$ cat config.mk
export PLATFORM = sky130hd
export DESIGN_NAME = lifo_down_ctrl
export DESIGN_NICKNAME = d
export VERILOG_FILES = /design/src/rtl/lifo_pkg.sv /design/src/rtl/lifo_ptr.sv /design/src/rtl/lifo_seq.sv /design/src/rtl/lifo_down_ctrl.sv
export SDC_FILE = /design/constraint.sdc
export NUM_CORES = 1
export LEC_CHECK = 0
export ABC_AREA = 1
export BUFFER_PORTS_ARGS = -buffer_cell sky130_fd_sc_hd__buf_2
export CORE_MARGIN = 2
export CORE_UTILIZATION = 55
export CTS_BUF_LIST = sky130_fd_sc_hd__clkbuf_2 sky130_fd_sc_hd__clkbuf_4 sky130_fd_sc_hd__clkbuf_8
export DETAILED_ROUTE_END_ITERATION = 12
export PLACE_DENSITY_LB_ADDON = 0.08
export SLEW_MARGIN = 20
export SYNTH_ARGS = -nofsm -noshare
export SYNTH_HDL_FRONTEND = slang
export SYNTH_SLANG_ARGS = --single-unit
$ cat constraint.sdc
create_clock -name clk -period 3.4 [get_ports clk]
set_input_delay 0.17 -clock clk [delete_from_list [all_inputs] [get_ports clk]]
set_output_delay 0.17 -clock clk [all_outputs]
set_load 0.005 [all_outputs]
$ cat src/rtl/lifo_pkg.sv
package lifo_pkg;
  typedef enum logic [1:0] {
    ST_IDLE    = 2'd0,
    ST_RD_WAIT = 2'd1,
    ST_RD_TAKE = 2'd2
  } seq_state_t;
endpackage

$ cat src/rtl/lifo_ptr.sv
module lifo_ptr #(
  parameter int AW = 16,
  parameter logic [AW-1:0] BASE  = 16'h3FFF,
  parameter logic [AW-1:0] LIMIT = 16'h3FFB
) (
  input  logic          clk,
  input  logic          rst,
  input  logic          dec,
  input  logic          inc,
  output logic [AW-1:0] sp,
  output logic          is_empty,
  output logic          is_full
);
  localparam logic [AW-1:0] EMPTY_PTR = BASE + 1'b1;

  logic [AW-1:0] sp_q;

  always_ff @(posedge clk) begin
    if (rst)      sp_q <= EMPTY_PTR;
    else if (dec) sp_q <= sp_q - 1'b1;
    else if (inc) sp_q <= sp_q + 1'b1;
  end

  assign sp       = sp_q;
  assign is_empty = (sp_q == EMPTY_PTR);
  assign is_full  = (sp_q == LIMIT);
endmodule

$ cat src/rtl/lifo_seq.sv
module lifo_seq
  import lifo_pkg::*;
#(
  parameter int DW = 16,
  parameter int AW = 16
) (
  input  logic          clk,
  input  logic          rst,
  input  logic          push_req,
  input  logic          pop_req,
  input  logic [DW-1:0] wr_data,
  input  logic [DW-1:0] mem_rdata,
  input  logic [AW-1:0] sp,
  input  logic          is_empty,
  input  logic          is_full,
  output logic          sp_dec,
  output logic          sp_inc,
  output logic [AW-1:0] mem_addr,
  output logic          mem_we,
  output logic          mem_re,
  output logic [DW-1:0] mem_wdata,
  output logic [DW-1:0] rd_data,
  output logic          done,
  output logic          err
);
  seq_state_t state;
  logic idle, go_push, go_pop, refuse;

  assign idle    = (state == ST_IDLE);
  assign go_push = idle && push_req && !pop_req && !is_full;
  assign go_pop  = idle && pop_req && !push_req && !is_empty;
  assign refuse  = idle && (push_req || pop_req) && !go_push && !go_pop;
  assign sp_dec  = go_push;
  assign sp_inc  = (state == ST_RD_TAKE);

  always_ff @(posedge clk) begin
    if (rst) begin
      state     <= ST_IDLE;
      mem_addr  <= '0;
      mem_we    <= 1'b0;
      mem_re    <= 1'b0;
      mem_wdata <= '0;
      rd_data   <= '0;
      done      <= 1'b0;
      err       <= 1'b0;
    end else begin
      mem_we <= 1'b0;
      mem_re <= 1'b0;
      done   <= 1'b0;
      case (state)
        ST_IDLE: begin
          if (go_push) begin
            mem_we    <= 1'b1;
            mem_addr  <= sp - 1'b1;
            mem_wdata <= wr_data;
            done      <= 1'b1;
            err       <= 1'b0;
          end else if (go_pop) begin
            mem_re   <= 1'b1;
            mem_addr <= sp;
            state    <= ST_RD_WAIT;
          end else if (refuse) begin
            done <= 1'b1;
            err  <= 1'b1;
          end
        end
        ST_RD_WAIT: state <= ST_RD_TAKE;
        ST_RD_TAKE: begin
          rd_data <= mem_rdata;
          done    <= 1'b1;
          err     <= 1'b0;
          state   <= ST_IDLE;
        end
        default: state <= ST_IDLE;
      endcase
    end
  end
endmodule

$ cat src/rtl/lifo_down_ctrl.sv
module lifo_down_ctrl #(
  parameter int DW = 16,
  parameter int AW = 16,
  parameter logic [AW-1:0] BASE  = 16'h3FFF,
  parameter logic [AW-1:0] LIMIT = 16'h3FFB
) (
  input  logic          clk,
  input  logic          rst,
  input  logic          push_req,
  input  logic          pop_req,
  input  logic [DW-1:0] wr_data,
  output logic [DW-1:0] rd_data,
  output logic          done,
  output logic          err,
  output logic [AW-1:0] sp,
  output logic [AW-1:0] mem_addr,
  output logic          mem_we,
  output logic [DW-1:0] mem_wdata,
  output logic          mem_re,
  input  logic [DW-1:0] mem_rdata
);
  logic sp_dec, sp_inc, is_empty, is_full;

  lifo_ptr #(.AW(AW), .BASE(BASE), .LIMIT(LIMIT)) u_ptr (
    .clk(clk), .rst(rst), .dec(sp_dec), .inc(sp_inc),
    .sp(sp), .is_empty(is_empty), .is_full(is_full)
  );

  lifo_seq #(.DW(DW), .AW(AW)) u_seq (
    .clk(clk), .rst(rst), .push_req(push_req), .pop_req(pop_req),
    .wr_data(wr_data), .mem_rdata(mem_rdata), .sp(sp),
    .is_empty(is_empty), .is_full(is_full),
    .sp_dec(sp_dec), .sp_inc(sp_inc),
    .mem_addr(mem_addr), .mem_we(mem_we), .mem_re(mem_re),
    .mem_wdata(mem_wdata), .rd_data(rd_data), .done(done), .err(err)
  );
endmodule

==> run summary, run 1 <==
## Run status
* **run status** finished, final reports clean

## Critical path
* **endpoint kind of the worst setup timing path** flop
* **worst reg-to-reg setup slack** 1.06 ns
* **critical path class** reg2reg
* **maximum net fanout on the critical path** 16
* **data required time at the worst endpoint** 3.63 ns
* **sort of element at the start of the critical path** flop
* **standard cell with the maximum stage delay on the critical path** sky130_fd_sc_hd__dfxtp_1
* **highest cell delay on the worst timing path** 0.41 ns
* **cell type with the highest occurrence count on the critical path** sky130_fd_sc_hd__nand2_1
* **arrival time worst endpoint** 2.57 ns
* **list of cells traversed by the critical path** inv_1, ha_1, nand2_1, inv_1, nand2_1, nor2_1, nand2_1, nand2_1, nand2_2, clkinv_1, nor2_1, nor2_1

## Timing
* **shortest clock period the worst path allows after layout** 2.34 ns
* **RSZ-0062 raised after global routing** false
* **measured slew at the worst slew-check pin** 0.866 ns
* **final sum of negative setup slack** 0 ns
* **highest clock rate** 0.428 GHz
* **share of the cycle needed by the critical path after routing** 68.8%
* **number of failing hold endpoints at the final stage** 0
* **relative max-transition margin** 41.9%
* **Slew Limit Fails** 0
* **number of failing setup endpoints in the final timing report** 0
* **maximum clock skew at final layout** 0.0138 ns
* **worst hold slack after final layout** 0.0650 ns

## Final layout
* **number of fillers in the final layout** 654
* **most common library cell in the layout ignoring fill and taps** sky130_fd_sc_hd__nand2_1
* **synthesis-to-layout area growth** 16.0%
* **filler-free cell count of the finished design** 765
* **area of combinational cells with multiple inputs** 1950 um^2
* **number of nets in the layout** 721
* **commonest non-fill, non-tap cells in the layout** sky130_fd_sc_hd__nand2_1, sky130_fd_sc_hd__nor2_1, sky130_fd_sc_hd__buf_2, sky130_fd_sc_hd__dfxtp_1, sky130_fd_sc_hd__o21ai_0
* **combined flip-flop and latch cell area** 1400 um^2
* **layout cells sized above 1** 20.4%
* **area of all placed cells without fillers** 4390 um^2
* **antenna diode count** 0

## Synth
* **post-synthesis cell area** 3790 um^2
* **net count after synthesis** 638
* **distinct cell type count of the synthesized netlist** 30
* **Synth Area per Inst** 6.34 um^2
* **number of storage elements in the synthesis netlist** 70
* **sequential-to-total area share from yosys stat** 37.0%
* **fraction of registers with async set or reset after synthesis** 0%
* **top flip-flop cell by instance count after synthesis** sky130_fd_sc_hd__dfxtp_1
* **Syn Inst Count** 597
* **Yosys warning count** 0
* **count of flip-flops with a built-in enable after synthesis** 0

## Die
* **number of placement rows** 30
* **overall die width** 87.0 um
* **Floorplan Core Area** 6720 um^2
* **Boundary Pins** 104
* **initial standard-cell utilization of the core** 56.4%
* **height of the die** 87.0 um
* **Die ar.** 7560 um^2

## Global routing
* **wire length of the first global-routing pass** 15700 um
* **number of antenna violations at the first check in global routing** 0
* **Remaining Overflow, GRT** 0
* **vias in the first global route** 3530
* **largest net degree at the start of global routing** 42
* **global routing usage summed across all routing layers** 26.2%

## Routing
* **wirelength, routed** 9550 um
* **Iter 0 DRT Violations** 171
* **via density per instance** 5.04
* **DR WL/cell** 12.5 um
* **remaining antenna violation count after routing** 0
* **drc violations** 0
* **number of vias after detailed routing** 3859
* **length of the first detailed-routing pass in iterations** 4

## Place
* **DP Area** 4210 um^2
* **routability-driven placement congestion ratio** 0.933
* **number of input and output port buffers inserted** 103
* **detailed placement HPWL** 6750 um
* **cell count after placement** 749

## Clocking
* **clock root buffer** sky130_fd_sc_hd__clkbuf_8
* **post-CTS setup buffer count** 0
* **number of clock sinks seen by CTS** 70
* **number of buffers added by the clock tree synthesis step** 9
* **Post-CTS Hold Fix Bufs** 0
* **worst-case clock buffer depth** 2
* **insertion delay of the later-clocked pin in the worst-skew pair** 0.35 ns
* **Reg clk slew, reported paths** 0.08 ns
* **clock tree from TritonCTS** done
* **CTS HTree Levels** 3
* **number of instances resized during post-cts repair** 0

## Flow run
* **Maximum Capacitance Violations** 0

## Power
* **leakage dissipation** 2.35 nW
* **largest voltage drop on the vdd net** 0.309 mV
* **pwr dens** 463 nW/um^2

## Hold path
* **worst hold-check path type** in2reg

[synthesized netlist by cell type (2+ instances only)]
master                       n  area share (%)
sky130_fd_sc_hd__nand2_1   147              15
sky130_fd_sc_hd__nor2_1    136              13
sky130_fd_sc_hd__dfxtp_1    70              37
sky130_fd_sc_hd__o21ai_0    56             7.4
sky130_fd_sc_hd__inv_1      54             5.4
sky130_fd_sc_hd__nand3_1    38             5.0
sky130_fd_sc_hd__o21ai_1    13             1.7
sky130_fd_sc_hd__buf_2      12             1.6
sky130_fd_sc_hd__clkbuf_1    9            0.89
sky130_fd_sc_hd__buf_4       8             1.6
sky130_fd_sc_hd__xor2_1      8             1.9
sky130_fd_sc_hd__buf_6       6             1.8
sky130_fd_sc_hd__ha_1        5             1.7
sky130_fd_sc_hd__nand2_2     5            0.83
sky130_fd_sc_hd__nand4_1     5            0.83
sky130_fd_sc_hd__nor2_2      4            0.66
sky130_fd_sc_hd__a21oi_1     3            0.40
sky130_fd_sc_hd__inv_2       2            0.20
sky130_fd_sc_hd__nand3b_1    2            0.40
sky130_fd_sc_hd__nor2_4      2            0.59
sky130_fd_sc_hd__nor3_1      2            0.26
sky130_fd_sc_hd__or2_2       2            0.33
[state kept, by name, indices dropped and copies added, names as in the netlist]
signal,cells
u_seq.done,1
u_seq.mem_wdata,16
u_seq.err,1
u_seq.mem_addr,16
u_ptr.sp,16
u_seq.mem_re,1
u_seq.mem_we,1
u_seq.state,2
u_seq.rd_data,16
[worst paths after layout]
| check | start | end | cells after the start |
|---|---|---|---|
| max | u_ptr.sp[0] | u_seq.mem_addr[7] | 12 |
| min | wr_data[13] | u_seq.mem_wdata[13] | 3 |
| max reg2reg | u_ptr.sp[0] | u_seq.mem_addr[7] | 12 |
| min reg2reg | u_seq.mem_wdata[5] | u_seq.mem_wdata[5] | 2 |
[layout make-up]
class / count / share of cell area (%)
Tap cell: 80 / 2.28
Inverter: 57 / 4.87
Timing Repair Buffer: 107 / 12.4
Clock buffer: 10 / 3.13
Sequential cell: 70 / 31.9
Multi-Input combinational cell: 435 / 44.4
Clock inverter: 6 / 1.03
[per-layer routing]
layer / wire (um) / global-route usage, %
met3: 707 / 7.77
met1: 4230 / 32.9
met5: 0 / 0
met2: 4440 / 42.4
met4: 171 / 9.80
[worst max-delay path: cells and delay by family (launching register included)]
kind	cells	cell delay, ns
simple gates	8	1.05
buf+inv	3	0.54
flops	1	0.41
fa+ha+maj	1	0.23
[cell families (layout without fill, tap and decap cells)]
family	Yosys count	after routing	share of synthesized area, %
flip-flops	70	70	37.0
AO/OA/AOI/OAI	75	75	10.2
AND/OR/NAND/NOR	347	347	37.8
buffers and inverters	92	180	11.5
adder cells (fa/ha/maj)	5	5	1.65
XOR/XNOR	8	8	1.85
[through the flow]
| step | util, % | setup WS (ns) | power [mW] |
|---|---|---|---|
| final | 65.4 | 1.06 | 2.03 |
| after detailed placement | 62.7 | 1.08 | 1.43 |
| after CTS | 65.4 | 1.07 | 2.05 |
| after floorplan | - | 1.57 | 1.29 |
| after global placement | 62.7 | 1.19 | 1.42 |
| after global routing | 65.4 | 0.841 | 2.17 |
[report_power, final]
| group | switching [mW] | internal [mW] |
|---|---|---|
| combinational | 0.289 | 0.184 |
| clock | 0.330 | 0.287 |
| sequential | 0.0598 | 0.884 |
| total | 0.679 | 1.36 |
Power figures use the tool's default switching activity.
==> run 2, diff against run 1 <==
CORE_UTILIZATION = 54   (was 55)
clock period = 2.3 ns   (was 3.4 ns; I/O delays follow)
==> run summary, run 2 (synthesis gave the netlist of run 1 again) <==
## Global routing
* **Remaining Overflow, GRT** 0
* **largest net degree at the start of global routing** 29
* **wire length of the first global-routing pass** 15800 um
* **global routing usage summed across all routing layers** 25.9%
* **vias in the first global route** 3472
* **number of antenna violations at the first check in global routing** 0

## Final layout
* **synthesis-to-layout area growth** 19.7%
* **layout cells sized above 1** 22.1%
* **number of nets in the layout** 733
* **number of fillers in the final layout** 683
* **Finished Core Util** 66.7%
* **most common library cell in the layout ignoring fill and taps** sky130_fd_sc_hd__nand2_1
* **commonest non-fill, non-tap cells in the layout** sky130_fd_sc_hd__nand2_1, sky130_fd_sc_hd__nor2_1, sky130_fd_sc_hd__buf_2, sky130_fd_sc_hd__dfxtp_1, sky130_fd_sc_hd__o21ai_0
* **antenna diode count** 0
* **combined flip-flop and latch cell area** 1400 um^2
* **filler-free cell count of the finished design** 793
* **area of combinational cells with multiple inputs** 1950 um^2

## Hold path
* **min-delay src** mem_rdata[1]
* **worst hold-check path type** in2reg
* **count of cells along the worst hold path** 3
* **endpoint of the worst hold-timing path** u_seq.rd_data[1]

## Clocking
* **Reg clk slew, reported paths** 0.08 ns
* **CTS HTree Levels** 3
* **number of clock sinks seen by CTS** 70
* **insertion delay of the later-clocked pin in the worst-skew pair** 0.35 ns
* **number of instances resized during post-cts repair** 0
* **Post-CTS Hold Fix Bufs** 0
* **number of buffers added by the clock tree synthesis step** 9
* **clock tree from TritonCTS** done
* **post-CTS setup buffer count** 0
* **clock root buffer** sky130_fd_sc_hd__clkbuf_8
* **worst-case clock buffer depth** 2

## Place
* **number of input and output port buffers inserted** 103
* **cell count after placement** 777
* **routability-driven placement congestion ratio** 0.940
* **detailed placement HPWL** 7240 um

## Timing
* **highest clock rate** 0.483 GHz
* **measured slew at the worst slew-check pin** 0.491 ns
* **final sum of negative setup slack** 0 ns
* **number of failing setup endpoints in the final timing report** 0
* **Slew Limit Fails** 0
* **shortest clock period the worst path allows after layout** 2.07 ns
* **worst hold slack after final layout** 0.00665 ns
* **maximum clock skew at final layout** 0.0132 ns
* **number of failing hold endpoints at the final stage** 0
* **share of the cycle needed by the critical path after routing** 89.9%
* **RSZ-0062 raised after global routing** false
* **relative max-transition margin** 67.2%

## Power
* **leakage dissipation** 2.43 nW
* **pwr dens** 694 nW/um^2
* **largest voltage drop on the vdd net** 0.486 mV
* **Design Power** 3.15 mW

## Routing
* **Iter 0 DRT Violations** 192
* **drc violations** 0
* **length of the first detailed-routing pass in iterations** 5
* **wirelength, routed** 9910 um
* **via density per instance** 4.99
* **DR WL/cell** 12.5 um
* **remaining antenna violation count after routing** 0
* **number of vias after detailed routing** 3956

## Critical path
* **maximum net fanout on the critical path** 28
* **sort of element at the start of the critical path** flop
* **terminus of the critical flop-to-flop path** u_ptr.sp[0]
* **data required time at the worst endpoint** 2.59 ns
* **arrival time worst endpoint** 2.36 ns
* **number of cells on the worst reg-to-reg path** 10
* **endpoint kind of the worst setup timing path** flop
* **critical path class** reg2reg
* **worst reg2reg startpoint** u_ptr.sp[6]
* **worst reg-to-reg setup slack** 0.23 ns

## Die
* **Die ar.** 7700 um^2
* **height of the die** 87.7 um
* **number of placement rows** 30
* **overall die width** 87.7 um
* **Boundary Pins** 104
* **initial standard-cell utilization of the core** 55.7%
* **Floorplan Core Area** 6790 um^2

## Flow run
* **Maximum Capacitance Violations** 0

## Run status
* **run status** finished, final reports clean

[run 2: area by class of cell]
type	instances	area share [%]
multi-input cells	435	43.1
flip-flops and latches	70	30.9
repair buffers	119	14.0
inverters	57	4.80
clock buffers	10	2.90
well taps	96	2.65
clock inverters	6	1.57
[run 2: routing by layer]
metal / GRT usage [%] / share of wire [%]
met4: 8.11 / 2.2
met3: 5.84 / 7.6
met2: 41.8 / 46
met1: 34.7 / 45
met5: 0 / 0
[run 2: critical path, stage by stage, from the launching register on]
cell	delay, ns
sky130_fd_sc_hd__dfxtp_1	0.55
sky130_fd_sc_hd__nand2_1	0.16
sky130_fd_sc_hd__inv_2	0.09
sky130_fd_sc_hd__nand2_2	0.09
sky130_fd_sc_hd__nor2_4	0.11
sky130_fd_sc_hd__nand2_2	0.07
sky130_fd_sc_hd__nand2_4	0.24
sky130_fd_sc_hd__nand2_2	0.30
sky130_fd_sc_hd__inv_1	0.22
sky130_fd_sc_hd__nor2_1	0.06
sky130_fd_sc_hd__nor2_1	0.10
[run 2: worst max-delay path by stage]
stage | to | startpoint
3_5_place_dp | u_seq.mem_addr[2] | u_ptr.sp[0]
2_1_floorplan | u_ptr.sp[0] | u_ptr.sp[1]
4_1_cts | u_seq.mem_addr[2] | u_ptr.sp[0]
6_report | u_ptr.sp[0] | u_ptr.sp[6]
3_3_place_gp | u_seq.mem_addr[0] | u_ptr.sp[10]
5_1_grt | u_ptr.sp[14] | u_ptr.sp[8]
[run 2: metrics by stage]
| step | area, um^2 | worst slack, ns |
|---|---|---|
| 3_3_place_gp | 4320 | 0.297 |
| 6_report | 4530 | 0.232 |
| 2_1_floorplan | 3790 | 0.466 |
| 5_1_grt | 4530 | 0.0406 |
| 3_5_place_dp | 4320 | 0.232 |
| 4_1_cts | 4520 | 0.205 |
[run 2: power breakdown]
group	internal [mW]	leakage, nW	switching [mW]
Clock	0.520	0.0965	0.507
Combinational	0.292	1.76	0.451
Sequential	1.31	0.575	0.0712
